## config.mk

```make
export PLATFORM = sky130hd
export DESIGN_NAME = bus_owner_arb
export DESIGN_NICKNAME = d
export VERILOG_FILES = /design/src/rtl/bus_arb_pkg.sv /design/src/rtl/bus_arb_req_sampler.sv /design/src/rtl/bus_arb_owner_fsm.sv /design/src/rtl/bus_arb_pin_ctrl.sv /design/src/rtl/bus_owner_arb.sv
export SDC_FILE = /design/constraint.sdc
export NUM_CORES = 1
export LEC_CHECK = 0
export ABC_AREA = 1
export BUFFER_PORTS_ARGS = -buffer_cell sky130_fd_sc_hd__buf_2
export CORE_AREA = 4 4 41 43
export CTS_CLUSTER_DIAMETER = 30
export DETAILED_ROUTE_END_ITERATION = 10
export DIE_AREA = 0 0 45 47
export GPL_TIMING_DRIVEN = 0
export PLACE_DENSITY_LB_ADDON = 0.2
export SLEW_MARGIN = 10
export SYNTH_ARGS = -nofsm -noshare
export SYNTH_HDL_FRONTEND = slang
export SYNTH_SLANG_ARGS = --single-unit
```

## constraint.sdc

```tcl
create_clock -name clk -period 1.5 [get_ports clk]
set_input_delay 0.075 -clock clk [delete_from_list [all_inputs] [get_ports clk]]
set_output_delay 0.075 -clock clk [all_outputs]
set_load 0.01 [all_outputs]
```

## src/rtl/bus_arb_pkg.sv

```systemverilog
package bus_arb_pkg;
   localparam int unsigned NUM_MASTERS = 4;

   typedef enum logic [1:0] {
      OWN_CPU  = 2'd0,
      OWN_DMA  = 2'd1,
      OWN_RFSH = 2'd2,
      OWN_EXT  = 2'd3
   } owner_e;
endpackage

```

## src/rtl/bus_arb_req_sampler.sv

```systemverilog
// Samples the external request line and counts back-to-back high samples.
module bus_arb_req_sampler #(
   parameter int unsigned REL_SAMPLES = 2,
   parameter int unsigned EXTRA_SYNC  = 0
) (
   input  logic clk,
   input  logic rst_n,
   input  logic req_n_pin,
   output logic req_lo,     // request is low at this edge
   output logic rel_ok      // this edge completes the high-sample run
);
   localparam int unsigned CW = $clog2(REL_SAMPLES + 1);

   logic          req_n_s;
   logic [CW-1:0] hi_cnt;

   generate
      if (EXTRA_SYNC == 0) begin : g_direct
         assign req_n_s = req_n_pin;
      end else begin : g_sync
         logic [EXTRA_SYNC-1:0] stg;
         for (genvar i = 0; i < EXTRA_SYNC; i++) begin : g_stage
            if (i == 0) begin : g_first
               always_ff @(posedge clk or negedge rst_n)
                  if (!rst_n) stg[0] <= 1'b1;
                  else        stg[0] <= req_n_pin;
            end else begin : g_next
               always_ff @(posedge clk or negedge rst_n)
                  if (!rst_n) stg[i] <= 1'b1;
                  else        stg[i] <= stg[i-1];
            end
         end
         assign req_n_s = stg[EXTRA_SYNC-1];
      end
   endgenerate

   always_ff @(posedge clk or negedge rst_n) begin
      if (!rst_n)                        hi_cnt <= '0;
      else if (!req_n_s)                 hi_cnt <= '0;
      else if (hi_cnt != CW'(REL_SAMPLES)) hi_cnt <= hi_cnt + 1'b1;
   end

   assign req_lo = ~req_n_s;
   assign rel_ok = req_n_s && (hi_cnt >= CW'(REL_SAMPLES - 1));
endmodule

```

## src/rtl/bus_arb_owner_fsm.sv

```systemverilog
// Holds the current owner and moves it only at that owner's boundary.
module bus_arb_owner_fsm
   import bus_arb_pkg::*;
(
   input  logic   clk,
   input  logic   rst_n,
   input  logic   ext_want,
   input  logic   rel_ok,
   input  logic   dma_req,
   input  logic   dma_xfer_done,
   input  logic   cpu_cyc_end,
   input  logic   rfsh_req,
   input  logic   rfsh_done,
   output owner_e owner
);
   owner_e nxt;

   function automatic owner_e pick(input logic e, input logic r, input logic d);
      if (e)      return OWN_EXT;
      else if (r) return OWN_RFSH;
      else if (d) return OWN_DMA;
      else        return OWN_CPU;
   endfunction

   always_comb begin
      nxt = owner;
      unique case (owner)
         OWN_CPU:  if (cpu_cyc_end)   nxt = pick(ext_want, rfsh_req, dma_req);
         OWN_DMA:  if (dma_xfer_done) nxt = pick(ext_want, rfsh_req, dma_req);
         OWN_RFSH: if (rfsh_done)     nxt = pick(ext_want, 1'b0, dma_req);
         OWN_EXT:  if (rel_ok)        nxt = pick(1'b0, rfsh_req, dma_req);
         default:                     nxt = OWN_CPU;
      endcase
   end

   always_ff @(posedge clk or negedge rst_n)
      if (!rst_n) owner <= OWN_CPU;
      else        owner <= nxt;
endmodule

```

## src/rtl/bus_arb_pin_ctrl.sv

```systemverilog
// Decodes the owner into grants and the pin-level controls.
module bus_arb_pin_ctrl
   import bus_arb_pkg::*;
#(
   parameter int unsigned NUM_CS = 8
) (
   input  owner_e                  owner,
   input  logic [NUM_CS-1:0]       cs_n_in,
   output logic [NUM_MASTERS-1:0]  gnt,
   output logic                    ext_ack_n,
   output logic                    bus_drv_en,
   output logic [NUM_CS-1:0]       cs_n_out
);
   logic ext_own;

   assign ext_own = (owner == OWN_EXT);

   generate
      for (genvar m = 0; m < NUM_MASTERS; m++) begin : g_gnt
         assign gnt[m] = (owner == owner_e'(2'(m)));
      end
      for (genvar c = 0; c < NUM_CS; c++) begin : g_cs
         assign cs_n_out[c] = cs_n_in[c] | ext_own;
      end
   endgenerate

   assign ext_ack_n  = ~ext_own;
   assign bus_drv_en = ~ext_own;
endmodule

```

## src/rtl/bus_owner_arb.sv

```systemverilog
module bus_owner_arb
   import bus_arb_pkg::*;
#(
   parameter int unsigned NUM_CS      = 8,
   parameter int unsigned REL_SAMPLES = 2,
   parameter int unsigned EXTRA_SYNC  = 0
) (
   input  logic                   clk,
   input  logic                   rst_n,
   input  logic                   ext_rel_en,
   input  logic                   ext_req_n,
   input  logic                   dma_req,
   input  logic                   dma_xfer_done,
   input  logic                   cpu_cyc_end,
   input  logic                   rfsh_req,
   input  logic                   rfsh_done,
   input  logic [NUM_CS-1:0]      cs_n_in,
   output logic [NUM_MASTERS-1:0] gnt,
   output logic                   ext_ack_n,
   output logic                   bus_drv_en,
   output logic [NUM_CS-1:0]      cs_n_out
);
   generate
      if (REL_SAMPLES < 1) begin : g_bad_rel
         $error("REL_SAMPLES must be at least 1");
      end
      if (NUM_CS < 1) begin : g_bad_cs
         $error("NUM_CS must be at least 1");
      end
      if (EXTRA_SYNC > 4) begin : g_bad_sync
         $error("EXTRA_SYNC above 4 is not supported");
      end
   endgenerate

   logic   req_lo;
   logic   rel_ok;
   owner_e owner;

   bus_arb_req_sampler #(
      .REL_SAMPLES(REL_SAMPLES),
      .EXTRA_SYNC (EXTRA_SYNC)
   ) u_sampler (
      .clk      (clk),
      .rst_n    (rst_n),
      .req_n_pin(ext_req_n),
      .req_lo   (req_lo),
      .rel_ok   (rel_ok)
   );

   bus_arb_owner_fsm u_fsm (
      .clk          (clk),
      .rst_n        (rst_n),
      .ext_want     (ext_rel_en & req_lo),
      .rel_ok       (rel_ok),
      .dma_req      (dma_req),
      .dma_xfer_done(dma_xfer_done),
      .cpu_cyc_end  (cpu_cyc_end),
      .rfsh_req     (rfsh_req),
      .rfsh_done    (rfsh_done),
      .owner        (owner)
   );

   bus_arb_pin_ctrl #(.NUM_CS(NUM_CS)) u_pins (
      .owner     (owner),
      .cs_n_in   (cs_n_in),
      .gnt       (gnt),
      .ext_ack_n (ext_ack_n),
      .bus_drv_en(bus_drv_en),
      .cs_n_out  (cs_n_out)
   );
endmodule

```

-- Yosys cells after proc, flatten, opt, wreduce, memory -nomap -nowiden
Cells that the tools add are included.
- flip-flop bits (word level): 4
- output and inout bits: 14
- input port bits: 17
- muxes and demuxes: 11
- magnitude comparators: 1
- reductions and logical operators: 3
- add/sub/neg operators: 1
- bitwise gates (word level): 11
- eq/ne operators: 9
- operators by type and width (kind ; number):
    two-way mux 2 bit ; 9
    != test 2 bit (second input constant) ; 5
    bitwise OR 1 bit ; 8
    one-hot mux 2 bit (4 select lines) ; 1
    equality test 2 bit (second input constant) ; 2
    AND reduction 4 bit ; 1
    adder 2 x 1 -> 2 bit (second input constant) ; 1
    equality test 2 x 1 -> 1 bit (second input constant) ; 1
    >= comparator 2 x 1 -> 1 bit (second input constant) ; 1
    zero test 2 bit ; 1
    != test 2 x 1 -> 1 bit (second input constant) ; 1
    NOT 1 bit ; 2
    AND 1 bit ; 1
    logical AND 1 bit ; 1
    two-way mux 1 bit ; 1

-- Logic depth before layout (Yosys ltp)
- depth after elaboration: 5
- depth in mapped cells: 9
- depth with buffers taken out: 9

-- Hierarchy
From an unflattened synthesis, not the netlist that was laid out.
- cells, all modules: 80
- area, all modules: 449.2 sq um
- by module, submodules not included (module ; sequential area each (sq um) ; area each (sq um) ; times used ; cells an instance):
    bus_arb_owner_fsm ; 50.0 ; 211.5 ; 1 ; 38
    bus_arb_req_sampler ; 50.0 ; 121.4 ; 1 ; 15
    bus_arb_pin_ctrl ; 0.0 ; 108.9 ; 1 ; 25
    bus_owner_arb ; 0.0 ; 7.5 ; 1 ; 2

-- Worst setup path before layout
Ideal clock, no wire load.
- kind: register -> output
- start: reg u_fsm.owner[0]
- end: out cs_n_out[0]
- setup slack: 425 ps
- buffers on the path: 1
- arrival: 1000 ps
- cell stages (with the launch flop): 5
- cells stage by stage: dfrtp_1 nand2_2 inv_2 buf_6 or2_2
- longest elaborated chain between the ends: 2
- ends and longest elaborated chain (element ; line ; text):
    start: declaration ; bus_arb_owner_fsm.sv:14 ; output owner_e owner
    start signal: assignment ; bus_arb_owner_fsm.sv:38 ; else owner <= nxt;
    equality test 2 bit ; bus_arb_pin_ctrl.sv:16 ; assign ext_own = (owner == OWN_EXT);
    net u_pins.ext_own ; bus_arb_pin_ctrl.sv:14 ; logic ext_own;
    bitwise OR 1 bit ; bus_arb_pin_ctrl.sv:23 ; assign cs_n_out[c] = cs_n_in[c] | ext_own;
    end: declaration ; bus_owner_arb.sv:21 ; output logic [NUM_CS-1:0] cs_n_out
The timed path passes the listed nets, and every way through them passes these cells.

-- Final worst setup path
- start: reg u_fsm.owner[0]
- end: out cs_n_out[2]
Same word-level chain as after synthesis.

==> flow_summary.json <==
{
  "clk_pin_slew_ns": 0.03,
  "hold_viol_final": 0,
  "place_area_um2": 573,
  "synth-xor-area-share": 0,
  "critPathTopFamily": "flip-flops",
  "final_antenna_net_count": 0,
  "drt_first_pass_iters": 4,
  "grt_pass1_wl_um": 1300,
  "finalMaxSlewViolations": 0,
  "critPathBufInv": 3,
  "setup_tns_ns": 0,
  "diodes": 0,
  "rsz0062_at_grt": "no",
  "final_layout_size_suffix_gt1_frac": 0.515,
  "finalSetupViolations": 0,
  "clkPwrFrac": 0.134,
  "syn_inst": 63,
  "synth_simple_gate_area_share": 0.446,
  "crit_required_ns": 1.42,
  "synthAdderAreaFrac": 0.0619,
  "synth_top_area_frac": 0.248,
  "ys_warn_count": 0,
  "pin_count": 31,
  "final_nets": 118,
  "p_int_mw": 0.527,
  "post_drt_via_cell_ratio": 4.11,
  "cp-end-kind": "output port",
  "synth_area_leader_cell": "dfrtp_1",
  "fin_area_um2": 606,
  "start_util": 0.311,
  "ys_ff_latch": 4,
  "gr-total-overflow": 0,
  "p_sw_frac": 0.442,
  "routed_wl_um": 933,
  "fin_crit_sh": 0.951,
  "drcViolationCount": 0,
  "r2r-start": "u_sampler.hi_cnt[0]",
  "syn_nets": 82,
  "tightest_slew_ns": 0.195,
  "cp_slowest_cell": "dfrtp_1",
  "hpwl_um": 827,
  "synth.area.mux_share": 0,
  "die_h_um": 47,
  "clock-sinks": 4,
  "synth_compound_area_frac": 0.0495,
  "status": "finished, final reports clean",
  "n_fill_cell": 144,
  "async_flop_share": 1.00,
  "synth_area_um2": 404,
  "finalCriticalPeriod_ns": 1.43,
  "reg2reg_to": "u_fsm.owner[0]",
  "coreArea_um2": 1300,
  "cts_max_path_buffers": 2,
  "irDropWorstVdd_v": 0.000696,
  "place_congestion": 0.692,
  "synth_flop_cell": "dfrtp_1",
  "whs_ns": 0.175,
  "cp-start-kind": "flip-flop",
  "maxCapViolations": 0,
  "p_switching_mw": 0.418,
  "vias": 460,
  "cts-root-buf": "clkbuf_4",
  "die_area_um2": 2120,
  "synth_edf_count": 0,
  "path_max_fanout": 10,
  "wl_per_cell_um": 8.33,
  "grt_max_degree": 11,
  "area_growth_pct": 49.8,
  "slowest_delay_ns": 0.43,
  "grt_usage": 0.0833,
  "io_buffers": 30,
  "cts-htree-levels": 1,
  "finalClockSkew_ns": 0.000564,
  "arrival_ns": 1.35,
  "cts_tree": "yes",
  "clock.fmax_ghz": 0.701,
  "p_leak_nw": 0.383,
  "grt_pass1_vias": 344,
  "hp-class": "input pin to asynchronous set/reset pin",
  "antenna_found_initial": 0,
  "die_w_um": 45,
  "path_class": "flip-flop to output port",
  "numCtsBuffers": 3,
  "synthTopCellsByArea": "dfrtp_1, nand2_1, or2_2, inv_1, ha_1",
  "syn_avg_cell_area_um2": 6.41,
  "seq_area_frac_synth": 0.248,
  "pwr-share-comb": 0.652,
  "reg2reg_depth": 8,
  "num_rows": 13,
  "rrSetupSlack_ns": 0.38,
  "synth.distinct_cells": 14,
  "path_cells": "nand2_2 -> inv_2 -> buf_6 -> or2_2 -> buf_2",
  "synthMostInstantiatedCell": "nand2_1",
  "synth_top_family_by_area": "simple AND/OR/NAND/NOR gates",
  "clock_latency_ns": 0.23,
  "synth_common_cells": "nand2_1, inv_1, or2_2",
  "drt-initial-drc-count": 1,
  "powerDensity_nw_per_um2": 1560,
  "seqPwrFrac": 0.214,
  "slew_headroom": 0.870
}
## power groups by stage
stage,sequential (mW),combinational [mW],clock [mW]
after floorplan,0.197,0.432,0
after global routing,0.214,0.712,0.140
final,0.203,0.616,0.127
after detailed placement,0.205,0.631,0
after CTS,0.204,0.633,0.136
after global placement,0.205,0.615,0
## routing by layer
layer / track usage / up-vias / share of wire / routed length (um)
li1: - / 254 / - / -
met1: 0.104 / 183 / 0.41 / 385
met5: 0 / - / 0 / 0
met3: 0.0153 / 0 / 0.15 / 141
met4: 0.0526 / 0 / 0 / 0
met2: 0.133 / 23 / 0.44 / 406
## registers in the layout, indices dropped and copies added (netlist names)
signal,count
u_sampler.hi_cnt,2
u_fsm.owner,2
## per-stage QoR
step / total power [mW] / util / setup slack (ns) / instances
6_report: 0.946 / 0.465 / 0.0741 / 112
5_1_grt: 1.07 / 0.465 / 0.00340 / 112
4_1_cts: 0.973 / 0.465 / 0.0404 / 112
3_5_place_dp: 0.836 / 0.440 / 0.291 / 108
3_3_place_gp: 0.820 / 0.440 / 0.302 / 108
2_1_floorplan: 0.629 / - / 0.425 / 63
## worst reg2reg max path, stage by stage (launching register included)
cell,delay [ns]
dfrtp_1,0.31
inv_1,0.07
ha_1,0.19
inv_1,0.05
nand2_1,0.04
nand2_1,0.07
nand2_2,0.07
o21ai_0,0.14
nand2_1,0.07
## how the worst max path moves through the flow
stage          depth (start not counted)      startpoint          end
2_1_floorplan                          4  u_fsm.owner[0]  cs_n_out[0]
3_3_place_gp                           5  u_fsm.owner[0]  cs_n_out[6]
3_5_place_dp                           5  u_fsm.owner[0]  cs_n_out[2]
4_1_cts                                5  u_fsm.owner[0]  cs_n_out[2]
5_1_grt                                5  u_fsm.owner[0]  cs_n_out[2]
6_report                               5  u_fsm.owner[0]  cs_n_out[2]
## cell usage in the layout (no fill, tap or decap), types with 2 or more instances in the layout
cell       n
buf_2     30
buf_4      2
clkbuf_4   3
dfrtp_1    4
ha_1       2
inv_1     13
nand2_1   16
nand2_2    2
nand3_1    4
nand3_2    2
nor2_1     3
o21ai_0    4
or2_2      8
## final cells by class
class,count,area (um^2),share of cell area
timing repair buffer,31,160,0.264
clock buffer,3,22.5,0.0372
multi-input combinational,42,225,0.372
sequential,4,100,0.165
tap,15,18.8,0.0310
buffer,3,26.3,0.0434
inverter,14,52.6,0.0868
## cells by family (layout without fill, tap and decap cells)
kind of cell / Yosys count / count (layout)
AO/OA/AOI/OAI: 4 / 4
adder cells (fa/ha/maj): 2 / 2
buffers and inverters: 17 / 51
flip-flops: 4 / 4
AND/OR/NAND/NOR: 36 / 36
## timing repair
action | in CTS | in global routing
endpoints found under the hold margin | 4 | 0
endpoints found under the setup margin | 0 | 0
hold buffers | 1 | 0
buffers inserted | 0 | 0
resized for setup | 0 | 0
Note: power is estimated with default switching activity, not from simulation.
